**src/rtl/usbctl_csr_pkg.sv**
```systemverilog
package usbctl_csr_pkg;
  localparam int NREG   = 12;
  localparam int NSRC   = 2;
  localparam int FILT_W = 4;
  localparam int PORT_W = 5;
  localparam int TRIM_W = 6;

  localparam int IX_FILT  = 0;
  localparam int IX_PORT  = 1;
  localparam int IX_TRIM  = 2;
  localparam int IX_ENDN  = 3;
  localparam int IX_COH   = 4;
  localparam int IX_BME   = 5;
  localparam int IX_RCTL  = 6;
  localparam int IX_ISTAT = 7;
  localparam int IX_IMASK = 8;
  localparam int IX_IEN   = 9;
  localparam int IX_IDIS  = 10;
  localparam int IX_SPARE = 11;

  localparam int SRC_ADDR = 0;
  localparam int SRC_HOST = 1;

  localparam logic [TRIM_W-1:0] TRIM_RST = 6'h20;
  localparam logic              BME_RST  = 1'b1;
  localparam logic [NSRC-1:0]   MASK_RST = '1;

  function automatic logic [7:0] reg_offset(input int ix);
    case (ix)
      IX_FILT:  return 8'h30;
      IX_PORT:  return 8'h34;
      IX_TRIM:  return 8'h38;
      IX_ENDN:  return 8'h40;
      IX_COH:   return 8'h44;
      IX_BME:   return 8'h48;
      IX_RCTL:  return 8'h60;
      IX_ISTAT: return 8'h64;
      IX_IMASK: return 8'h68;
      IX_IEN:   return 8'h6C;
      IX_IDIS:  return 8'h70;
      default:  return 8'h78;
    endcase
  endfunction
endpackage

```
**src/rtl/usbctl_addr_dec.sv**
```systemverilog
module usbctl_addr_dec
  import usbctl_csr_pkg::*;
#(
  parameter int ADDR_W = 8
) (
  input  logic [ADDR_W-1:0] addr,
  output logic [NREG-1:0]   sel,
  output logic              hit
);
  for (genvar g = 0; g < NREG; g++) begin : g_cmp
    assign sel[g] = (addr == ADDR_W'(reg_offset(g)));
  end
  assign hit = |sel;
endmodule

```
**src/rtl/usbctl_cfg_regs.sv**
```systemverilog
module usbctl_cfg_regs
  import usbctl_csr_pkg::*;
#(
  parameter int DATA_W = 32
) (
  input  logic              clk,
  input  logic              rst_n,
  input  logic              wr,
  input  logic [NREG-1:0]   sel,
  input  logic [DATA_W-1:0] wdata,
  output logic [FILT_W-1:0] filt,
  output logic [PORT_W-1:0] port,
  output logic [TRIM_W-1:0] trim,
  output logic              endn,
  output logic              coh,
  output logic              bme,
  output logic              err_en,
  output logic [DATA_W-1:0] spare
);
  always_ff @(posedge clk) begin
    if (!rst_n) begin
      filt   <= '0;
      port   <= '0;
      trim   <= TRIM_RST;
      endn   <= 1'b0;
      coh    <= 1'b0;
      bme    <= BME_RST;
      err_en <= 1'b0;
      spare  <= '0;
    end else if (wr) begin
      if (sel[IX_FILT])  filt   <= wdata[FILT_W-1:0];
      if (sel[IX_PORT])  port   <= wdata[PORT_W-1:0];
      if (sel[IX_TRIM])  trim   <= wdata[TRIM_W-1:0];
      if (sel[IX_ENDN])  endn   <= wdata[0];
      if (sel[IX_COH])   coh    <= wdata[0];
      if (sel[IX_BME])   bme    <= wdata[0];
      if (sel[IX_RCTL])  err_en <= wdata[0];
      if (sel[IX_SPARE]) spare  <= wdata;
    end
  end
endmodule

```
**src/rtl/usbctl_irq_group.sv**
```systemverilog
module usbctl_irq_group
  import usbctl_csr_pkg::*;
(
  input  logic            clk,
  input  logic            rst_n,
  input  logic            wr_stat,
  input  logic            wr_en,
  input  logic            wr_dis,
  input  logic [NSRC-1:0] wdata,
  input  logic [NSRC-1:0] set_in,
  output logic [NSRC-1:0] status,
  output logic [NSRC-1:0] mask,
  output logic            irq
);
  logic [NSRC-1:0] clr;
  logic [NSRC-1:0] mask_nx;

  assign clr = wr_stat ? wdata : '0;

  always_comb begin
    mask_nx = mask;
    if (wr_en)  mask_nx = mask_nx & ~wdata;
    if (wr_dis) mask_nx = mask_nx | wdata;
  end

  always_ff @(posedge clk) begin
    if (!rst_n) begin
      status <= '0;
      mask   <= MASK_RST;
      irq    <= 1'b0;
    end else begin
      status <= (status & ~clr) | set_in;
      mask   <= mask_nx;
      irq    <= |(status & ~mask);
    end
  end
endmodule

```
**src/rtl/usbctl_csr_bank.sv**
```systemverilog
module usbctl_csr_bank
  import usbctl_csr_pkg::*;
#(
  parameter int ADDR_W = 8,
  parameter int DATA_W = 32
) (
  input  logic              pclk,
  input  logic              presetn,
  input  logic              psel,
  input  logic              penable,
  input  logic              pwrite,
  input  logic [ADDR_W-1:0] paddr,
  input  logic [DATA_W-1:0] pwdata,
  output logic [DATA_W-1:0] prdata,
  output logic              pslverr,
  input  logic              ev_host_err,
  input  logic              ev_addr_err,
  output logic [FILT_W-1:0] cfg_filt_bypass,
  output logic [PORT_W-1:0] cfg_port_strap,
  output logic [TRIM_W-1:0] cfg_frame_trim,
  output logic              cfg_big_endian,
  output logic              cfg_coherent,
  output logic              cfg_bus_master,
  output logic              irq
);
  logic              acc, wr, rd, addr_hit, err_en, dec_err;
  logic [NREG-1:0]   sel;
  logic [DATA_W-1:0] spare;
  logic [NSRC-1:0]   irq_stat, irq_mask, ev_set;
  logic [DATA_W-1:0] rb [NREG];
  logic [DATA_W-1:0] rmux;

  assign acc = psel & penable;
  assign wr  = acc & pwrite;
  assign rd  = acc & ~pwrite;

  usbctl_addr_dec #(.ADDR_W(ADDR_W)) u_dec (
    .addr(paddr), .sel(sel), .hit(addr_hit)
  );

  usbctl_cfg_regs #(.DATA_W(DATA_W)) u_cfg (
    .clk(pclk), .rst_n(presetn), .wr(wr), .sel(sel), .wdata(pwdata),
    .filt(cfg_filt_bypass), .port(cfg_port_strap), .trim(cfg_frame_trim),
    .endn(cfg_big_endian), .coh(cfg_coherent), .bme(cfg_bus_master),
    .err_en(err_en), .spare(spare)
  );

  assign dec_err = acc & ~addr_hit & err_en;
  assign pslverr = dec_err;

  always_comb begin
    ev_set           = '0;
    ev_set[SRC_HOST] = ev_host_err;
    ev_set[SRC_ADDR] = ev_addr_err | dec_err;
  end

  usbctl_irq_group u_irq (
    .clk(pclk), .rst_n(presetn),
    .wr_stat(wr & sel[IX_ISTAT]), .wr_en(wr & sel[IX_IEN]),
    .wr_dis(wr & sel[IX_IDIS]), .wdata(pwdata[NSRC-1:0]),
    .set_in(ev_set), .status(irq_stat), .mask(irq_mask), .irq(irq)
  );

  always_comb begin
    for (int i = 0; i < NREG; i++) rb[i] = '0;
    rb[IX_FILT][FILT_W-1:0] = cfg_filt_bypass;
    rb[IX_PORT][PORT_W-1:0] = cfg_port_strap;
    rb[IX_TRIM][TRIM_W-1:0] = cfg_frame_trim;
    rb[IX_ENDN][0]          = cfg_big_endian;
    rb[IX_COH][0]           = cfg_coherent;
    rb[IX_BME][0]           = cfg_bus_master;
    rb[IX_RCTL][0]          = err_en;
    rb[IX_ISTAT][NSRC-1:0]  = irq_stat;
    rb[IX_IMASK][NSRC-1:0]  = irq_mask;
    rb[IX_SPARE]            = spare;
    rmux = '0;
    for (int i = 0; i < NREG; i++)
      if (sel[i]) rmux = rmux | rb[i];
  end

  assign prdata = rd ? rmux : '0;
endmodule

```
**config.mk**
```make
export PLATFORM = sky130hd
export DESIGN_NAME = usbctl_csr_bank
export DESIGN_NICKNAME = d
export VERILOG_FILES = /design/src/rtl/usbctl_csr_pkg.sv /design/src/rtl/usbctl_addr_dec.sv /design/src/rtl/usbctl_cfg_regs.sv /design/src/rtl/usbctl_irq_group.sv /design/src/rtl/usbctl_csr_bank.sv
export SDC_FILE = /design/constraint.sdc
export NUM_CORES = 1
export LEC_CHECK = 0
export BUFFER_PORTS_ARGS = -buffer_cell sky130_fd_sc_hd__buf_2
export CORE_UTILIZATION = 45
export DETAILED_ROUTE_END_ITERATION = 12
export PLACE_DENSITY = 0.78
export SLEW_MARGIN = 20
export SYNTH_ARGS = -nofsm -noshare
export SYNTH_HDL_FRONTEND = slang
export SYNTH_HIERARCHICAL = 1
export SYNTH_SLANG_ARGS = --single-unit
```
**constraint.sdc**
```tcl
create_clock -name pclk -period 5.5 [get_ports pclk]
set_input_delay 0.55 -clock pclk [delete_from_list [all_inputs] [get_ports pclk]]
set_output_delay 0.55 -clock pclk [all_outputs]
set_load 0.01 [all_outputs]
```
==> results by group, run 1 <==
Outcome
  • Status: completed

Worst hold path
  • Hold path cells: 2
  • Endpoint, Worst Hold: u_cfg/spare[11]
  • Worst Hold Class: reg2reg
  • Worst Hold Launch: u_cfg/spare[11]

GRT
  • Vias in the first global route: 2202
  • GRT Overall Usage: 20.53%
  • Global-route wire length before repair: 10450 µm
  • Pin count of the biggest net entering global routing: 87
  • Total gr overflow: 0
  • Initial antenna violation count: 0

Synth
  • Mapped Area: 2744 µm²
  • Post-synth EDFFs: 0
  • Syn Inst Count: 321
  • Syn nets: 368
  • Syn_area_per_cell: 8.548 µm²
  • #FFs+latches synth: 56
  • Async SR Flop Fraction: 0%
  • Sequential area share after synthesis: 40.86%
  • Main synth FF type: dfxtp_1
  • Yosys warnings: 6
  • Cell variety after synth: 41

Clock network
  • Post_cts resized: 0
  • # hold bufs at CTS: 0
  • CTS max path bufs: 2
  • Clock transition at the registers of the reported paths: 0.10 ns
  • Clk_lat worst skew: 0.31 ns
  • H-tree lvl count: 2
  • Clock root buffer: clkbuf_8
  • Sink Count: 56
  • CTS buffer count: 5
  • Post-CTS Setup Inserts: 0
  • CTS tree: yes

Floorplan
  • Die Wd: 80.09 µm
  • Boundary Pins: 99
  • Die ar.: 6414 µm²
  • Initial core utilization: 46.62%
  • Die height: 80.09 µm
  • Cell Rows: 28
  • Core Region: 5886 µm²

Power and ir drop
  • Power Total: 690.8 µW
  • Peak VDD IR: 107.0 µV
  • Leak pwr: 1.513 nW
  • Cell Pwr Density: 208.4 nW/µm²

Setup path
  • Data arrival time of the critical path: 2.77 ns
  • Worst Setup Path Type: in2out
  • Worst R2R Setup Slack: 4.36 ns
  • Worst r2r path cells: 4
  • Worst-path fanout max: 5
  • CP startpoint kind: input pin
  • RR Endpoint: u_irq/status[0]
  • Crit end category: output port
  • Worst EP required: 4.95 ns
  • Worst r2r src: u_cfg/err_en

Place
  • Port bufs: 98
  • Post-DP HPWL: 4559 µm
  • Post-place setup slack: 2.221 ns
  • GP Congestion: 0.7969

Detailed routing
  • Post-route DRC: 0
  • Post-route ant nets: 0
  • DRT iter0 DRCs: 113
  • WL per Instance: 13.83 µm
  • Via-to-Cell Ratio: 5.335
  • Via count: 2582
  • 1st-pass router iterations: 4
  • Total Routed Length: 6696 µm

STA
  • Tcrit/Tclk final: 60.35%
  • Setup TNS: 0 ns
  • Tmin final: 3.319 ns
  • Final hold violation count: 0
  • Clock Skew: 0.008314 ns
  • RSZ-0062 raised after global routing: no
  • Least-Margin Pin Slew: 0.9930 ns
  • Post-route worst setup slack: 2.181 ns
  • Peak Freq: 301.3 MHz
  • Setup violators final: 0
  • Max-slew headroom: 33.19%
  • Slew Viols, Final: 0

Finish
  • Most common cell after layout, fill and taps aside: buf_2
  • N_diodes: 0
  • Area delta synth->final: 20.79%
  • Commonest cells after routing, fill and taps aside: buf_2 (98), nand2_1 (65), dfxtp_1 (56), nand4_1 (27)
  • # fillers: 529
  • Layout cells sized above 1: 33.25%
  • Nets@finish: 455

Flow run
  • Max-cap viol count: 0
-- synth_stat cells (4+ instances only) --
cell / instances / area [µm²]
and2_1: 12 / 75.07
nand4_1: 27 / 168.9
inv_1: 5 / 18.77
o21ai_0: 22 / 110.1
a21oi_1: 5 / 25.02
and2_2: 17 / 127.6
nor2_1: 9 / 33.78
nand2_1: 65 / 244.0
buf_6: 7 / 78.83
a31oi_1: 4 / 25.02
mux2i_1: 22 / 220.2
buf_2: 8 / 40.04
dfxtp_1: 56 / 1121
a22oi_1: 9 / 67.56
clkbuf_1: 7 / 26.28
o21ai_1: 10 / 50.05
-- cell type report --
type / instances / area [µm²] / share of cell area, %
Clock buffer: 5 / 68.82 / 2.076
Clock inverter: 3 / 27.53 / 0.8305
Tap cell: 75 / 93.84 / 2.831
Multi-Input combinational cell: 237 / 1460 / 44.05
Sequential cell: 56 / 1121 / 33.82
Inverter: 6 / 22.52 / 0.6795
Timing Repair Buffer: 102 / 520.5 / 15.70
-- power breakdown --
| part | internal (mW) | total (mW) | switching [mW] |
|---|---|---|---|
| sequential | 0.406 | 0.407 | 0.00107 |
| combinational | 0.0187 | 0.0497 | 0.0311 |
| clock | 0.0938 | 0.234 | 0.140 |
-- worst max path at each step --
stage / start / end / depth (start not counted)
6_report: paddr[1] / prdata[0] / 7
5_1_grt: paddr[1] / prdata[0] / 7
4_1_cts: paddr[1] / prdata[0] / 7
3_5_place_dp: paddr[1] / prdata[0] / 7
3_3_place_gp: paddr[1] / prdata[0] / 7
2_1_floorplan: paddr[1] / prdata[0] / 5
-- logic make-up after synthesis --
| logic type | count (synthesis) | share of synthesized area [%] |
|---|---|---|
| muxes | 22 | 8.025 |
| DFF | 56 | 40.86 |
| AOI/OAI and AO/OA | 60 | 13.50 |
| buffers and inverters | 28 | 6.111 |
| xor gates and xnor gates | 1 | 0.3193 |
| and+or+nand+nor | 154 | 31.19 |
-- metal layers --
| layer | wire length (µm) | part of all wire (%) | track usage (%) | up-vias |
|---|---|---|---|---|
| li1 | - | - | - | 1310 |
| met1 | 3138 | 47 | 27.39 | 1162 |
| met2 | 3069 | 46 | 34.53 | 108 |
| met3 | 472 | 7.0 | 3.636 | 2 |
| met4 | 16 | 0.24 | 4.464 | 0 |
| met5 | 0 | 0 | 0 | - |
-- worst max-delay path: stages --
cell,delay [ns]
buf_2,0.11
or4_1,0.59
nor4_1,0.84
a22o_1,0.28
a221oi_1,0.05
a31oi_1,0.19
buf_2,0.16
-- metrics by stage --
step / utilization, % / instance area, µm² / hold WS, ns / instances
global placement: 54.68 / 3218 / 0.4345 / 476
finish: 56.31 / 3314 / 0.4486 / 484
floorplan: - / 2744 / 0.4237 / 321
global route: 56.31 / 3314 / 0.4611 / 484
CTS: 56.31 / 3314 / 0.4537 / 484
detailed placement: 54.68 / 3218 / 0.4388 / 476
-- registers in the layout, summed over array words and instances, names as in the netlist --
| name | count |
|---|---|
| u_cfg/bme | 1 |
| u_cfg/err_en | 1 |
| u_cfg/endn | 1 |
| u_irq/mask | 2 |
| u_cfg/port | 5 |
| u_cfg/coh | 1 |
| u_irq/irq | 1 |
| u_cfg/trim | 6 |
| u_cfg/filt | 4 |
| u_cfg/spare | 32 |
| u_irq/status | 2 |
Power figures use the tool's default switching activity.
==> run 2, diff against run 1 <==
Clock period 5.5 ns to 3.2 ns, I/O delays scaled along.
==> results by group, run 2 (synthesized netlist as in run 1, its figures left out) <==
Clock network
  • Clock root buffer: clkbuf_8
  • Sink Count: 56 (unchanged)
  • CTS buffer count: 5 (unchanged)
  • Post_cts resized: 0 (unchanged)
  • # hold bufs at CTS: 0 (unchanged)
  • Clk_lat worst skew: 0.30 ns (about the same)
  • Clock transition at the registers of the reported paths: 0.10 ns (about the same)
  • H-tree lvl count: 2 (unchanged)
  • CTS max path bufs: 2 (unchanged)
  • CTS tree: yes
  • Post-CTS Setup Inserts: 0 (unchanged)

Power and ir drop
  • Cell Pwr Density: 352.7 nW/µm² (+69%)
  • Peak VDD IR: 210.9 µV (+97%)
  • Leak pwr: 1.527 nW (+0.92%)

Setup path
  • Worst-path fanout max: 5 (unchanged)
  • Crit end category: output port
  • Data arrival time of the critical path: 2.11 ns (-0.66 ns)
  • Most common cell on crit path: buf_2
  • CP max-delay cell: or4_1
  • CP startpoint kind: input pin
  • Worst Setup Path Type: in2out
  • Critical path cell sequence: buf_2 -> or4_1 -> nor4_1 -> buf_4 -> a22o_1 -> a221oi_1 -> a31oi_1 -> buf_2
  • CP peak stage delay: 0.59 ns (-0.25 ns)
  • Worst EP required: 2.88 ns (-2.07 ns)

Finish
  • Layout cells sized above 1: 33.74% (+0.49 points)
  • Nets@finish: 458 (+0.66%)
  • Commonest cells after routing, fill and taps aside: buf_2 (98), nand2_1 (65), dfxtp_1 (56), nand4_1 (27)
  • Most common cell after layout, fill and taps aside: buf_2
  • N_diodes: 0 (unchanged)
  • Max reg flops: 32 (unchanged)
  • Largest regs: u_cfg/spare x32, u_cfg/trim x6, u_cfg/port x5
  • Multi-input logic area: 1460 µm² (unchanged)
  • Post-layout util: 56.59% (+0.28 points)
  • Largest Register: u_cfg/spare
  • # fillers: 513 (-3.0%)
  • Area delta synth->final: 21.39%
  • Storage cell area: 1121 µm² (unchanged)

GRT
  • Total gr overflow: 0 (unchanged)
  • GRT Overall Usage: 21.65% (+1.1 points)
  • Vias in the first global route: 2260 (+2.6%)
  • Pin count of the biggest net entering global routing: 38 (-56%)
  • Initial antenna violation count: 0 (unchanged)
  • Global-route wire length before repair: 10870 µm (+4.1%)

Detailed routing
  • 1st-pass router iterations: 4 (unchanged)
  • DRT iter0 DRCs: 162 (+43%)
  • Via-to-Cell Ratio: 5.419 (+1.6%)
  • Via count: 2639 (+2.2%)
  • Post-route ant nets: 0 (unchanged)
  • Post-route DRC: 0 (unchanged)
  • Total Routed Length: 6871 µm (+2.6%)
  • WL per Instance: 14.11 µm (+2.0%)

Place
  • Port bufs: 98 (unchanged)
  • GP Congestion: 0.8597 (+7.9%)
  • Post-DP HPWL: 4807 µm (+5.4%)

STA
  • Final hold violation count: 0 (unchanged)
  • Peak Freq: 411.9 MHz
  • Max-slew headroom: 50.40% (+17 points)
  • RSZ-0062 raised after global routing: no
  • Least-Margin Pin Slew: 0.7441 ns (-0.2489 ns)
  • Clock Skew: 0.004201 ns (-0.004114 ns)
  • Slew Viols, Final: 0 (unchanged)
  • Setup TNS: 0 ns (unchanged)
  • Setup violators final: 0 (unchanged)
  • Tmin final: 2.428 ns
  • Tcrit/Tclk final: 75.87%

Floorplan
  • Die height: 80.09 µm (unchanged)
  • Boundary Pins: 99 (unchanged)
  • Cell Rows: 28 (unchanged)
  • Core Region: 5886 µm² (unchanged)
  • Initial core utilization: 46.62% (unchanged)
  • Die ar.: 6414 µm² (unchanged)
  • Die Wd: 80.09 µm (unchanged)

Worst hold path
  • Worst Hold Class: in2reg

Flow run
  • Max-cap viol count: 0 (unchanged)

Outcome
  • Status: completed
run 2: cell count changes in the layout (fill, tap and decap cells not counted), sizes merged:
| cell | delta |
|---|---|
| buf | +3 |
run 2: worst max-delay path: cells and delay by family:
kind | cells | cell delay [ns]
buffers and inverters | 3 | 0.49
AND/OR/NAND/NOR | 2 | 0.91
AO/OA/AOI/OAI | 3 | 0.40
run 2: routing by layer:
layer  vias up  track usage, %  wire length, µm
met2       122           34.79             3089
met1      1196           29.80             3241
li1       1317               -                -
met5         -               0                0
met3         4           4.318              512
met4         0           5.000               26
run 2: cell type report:
type	count	share of cell area, %
Clock inverter	3	0.6386
Clock buffer	5	2.066
Sequential cell	56	33.66
Inverter	6	0.6762
Tap cell	75	2.817
Multi-Input combinational cell	237	43.84
Timing Repair Buffer	105	16.30
run 2: path summary, 6_finish.rpt:
kind                       start         endpoint  slack, ns  cells after the start
setup / recovery        paddr[1]        prdata[0]       0.77                      8
hold / removal        pwdata[19]  u_cfg/spare[19]       0.24                      3
setup reg to reg    u_cfg/err_en  u_irq/status[0]       2.05                      4
hold reg to reg   u_cfg/spare[9]   u_cfg/spare[9]       0.45                      2
run 2: power by group:
part | internal (mW) | switching, mW
registers | 0.698 | 0.00179
logic | 0.0330 | 0.0545
clock network | 0.156 | 0.231
total | 0.887 | 0.287
run 2: stage by stage:
stage                     power (mW)  instance area [µm²]  setup slack, ns  hold slack (ns)  cells
after floorplan               0.7565                 2744           0.9382           0.4202    321
after global placement        0.8017                 3241           0.7977           0.4334    479
after detailed placement      0.8033                 3241           0.7167           0.4375    479
after CTS                      1.192                 3331           0.7871           0.2277    487
final                          1.175                 3331           0.7723           0.2440    487
after global routing           1.233                 3331           0.6573           0.2408    487
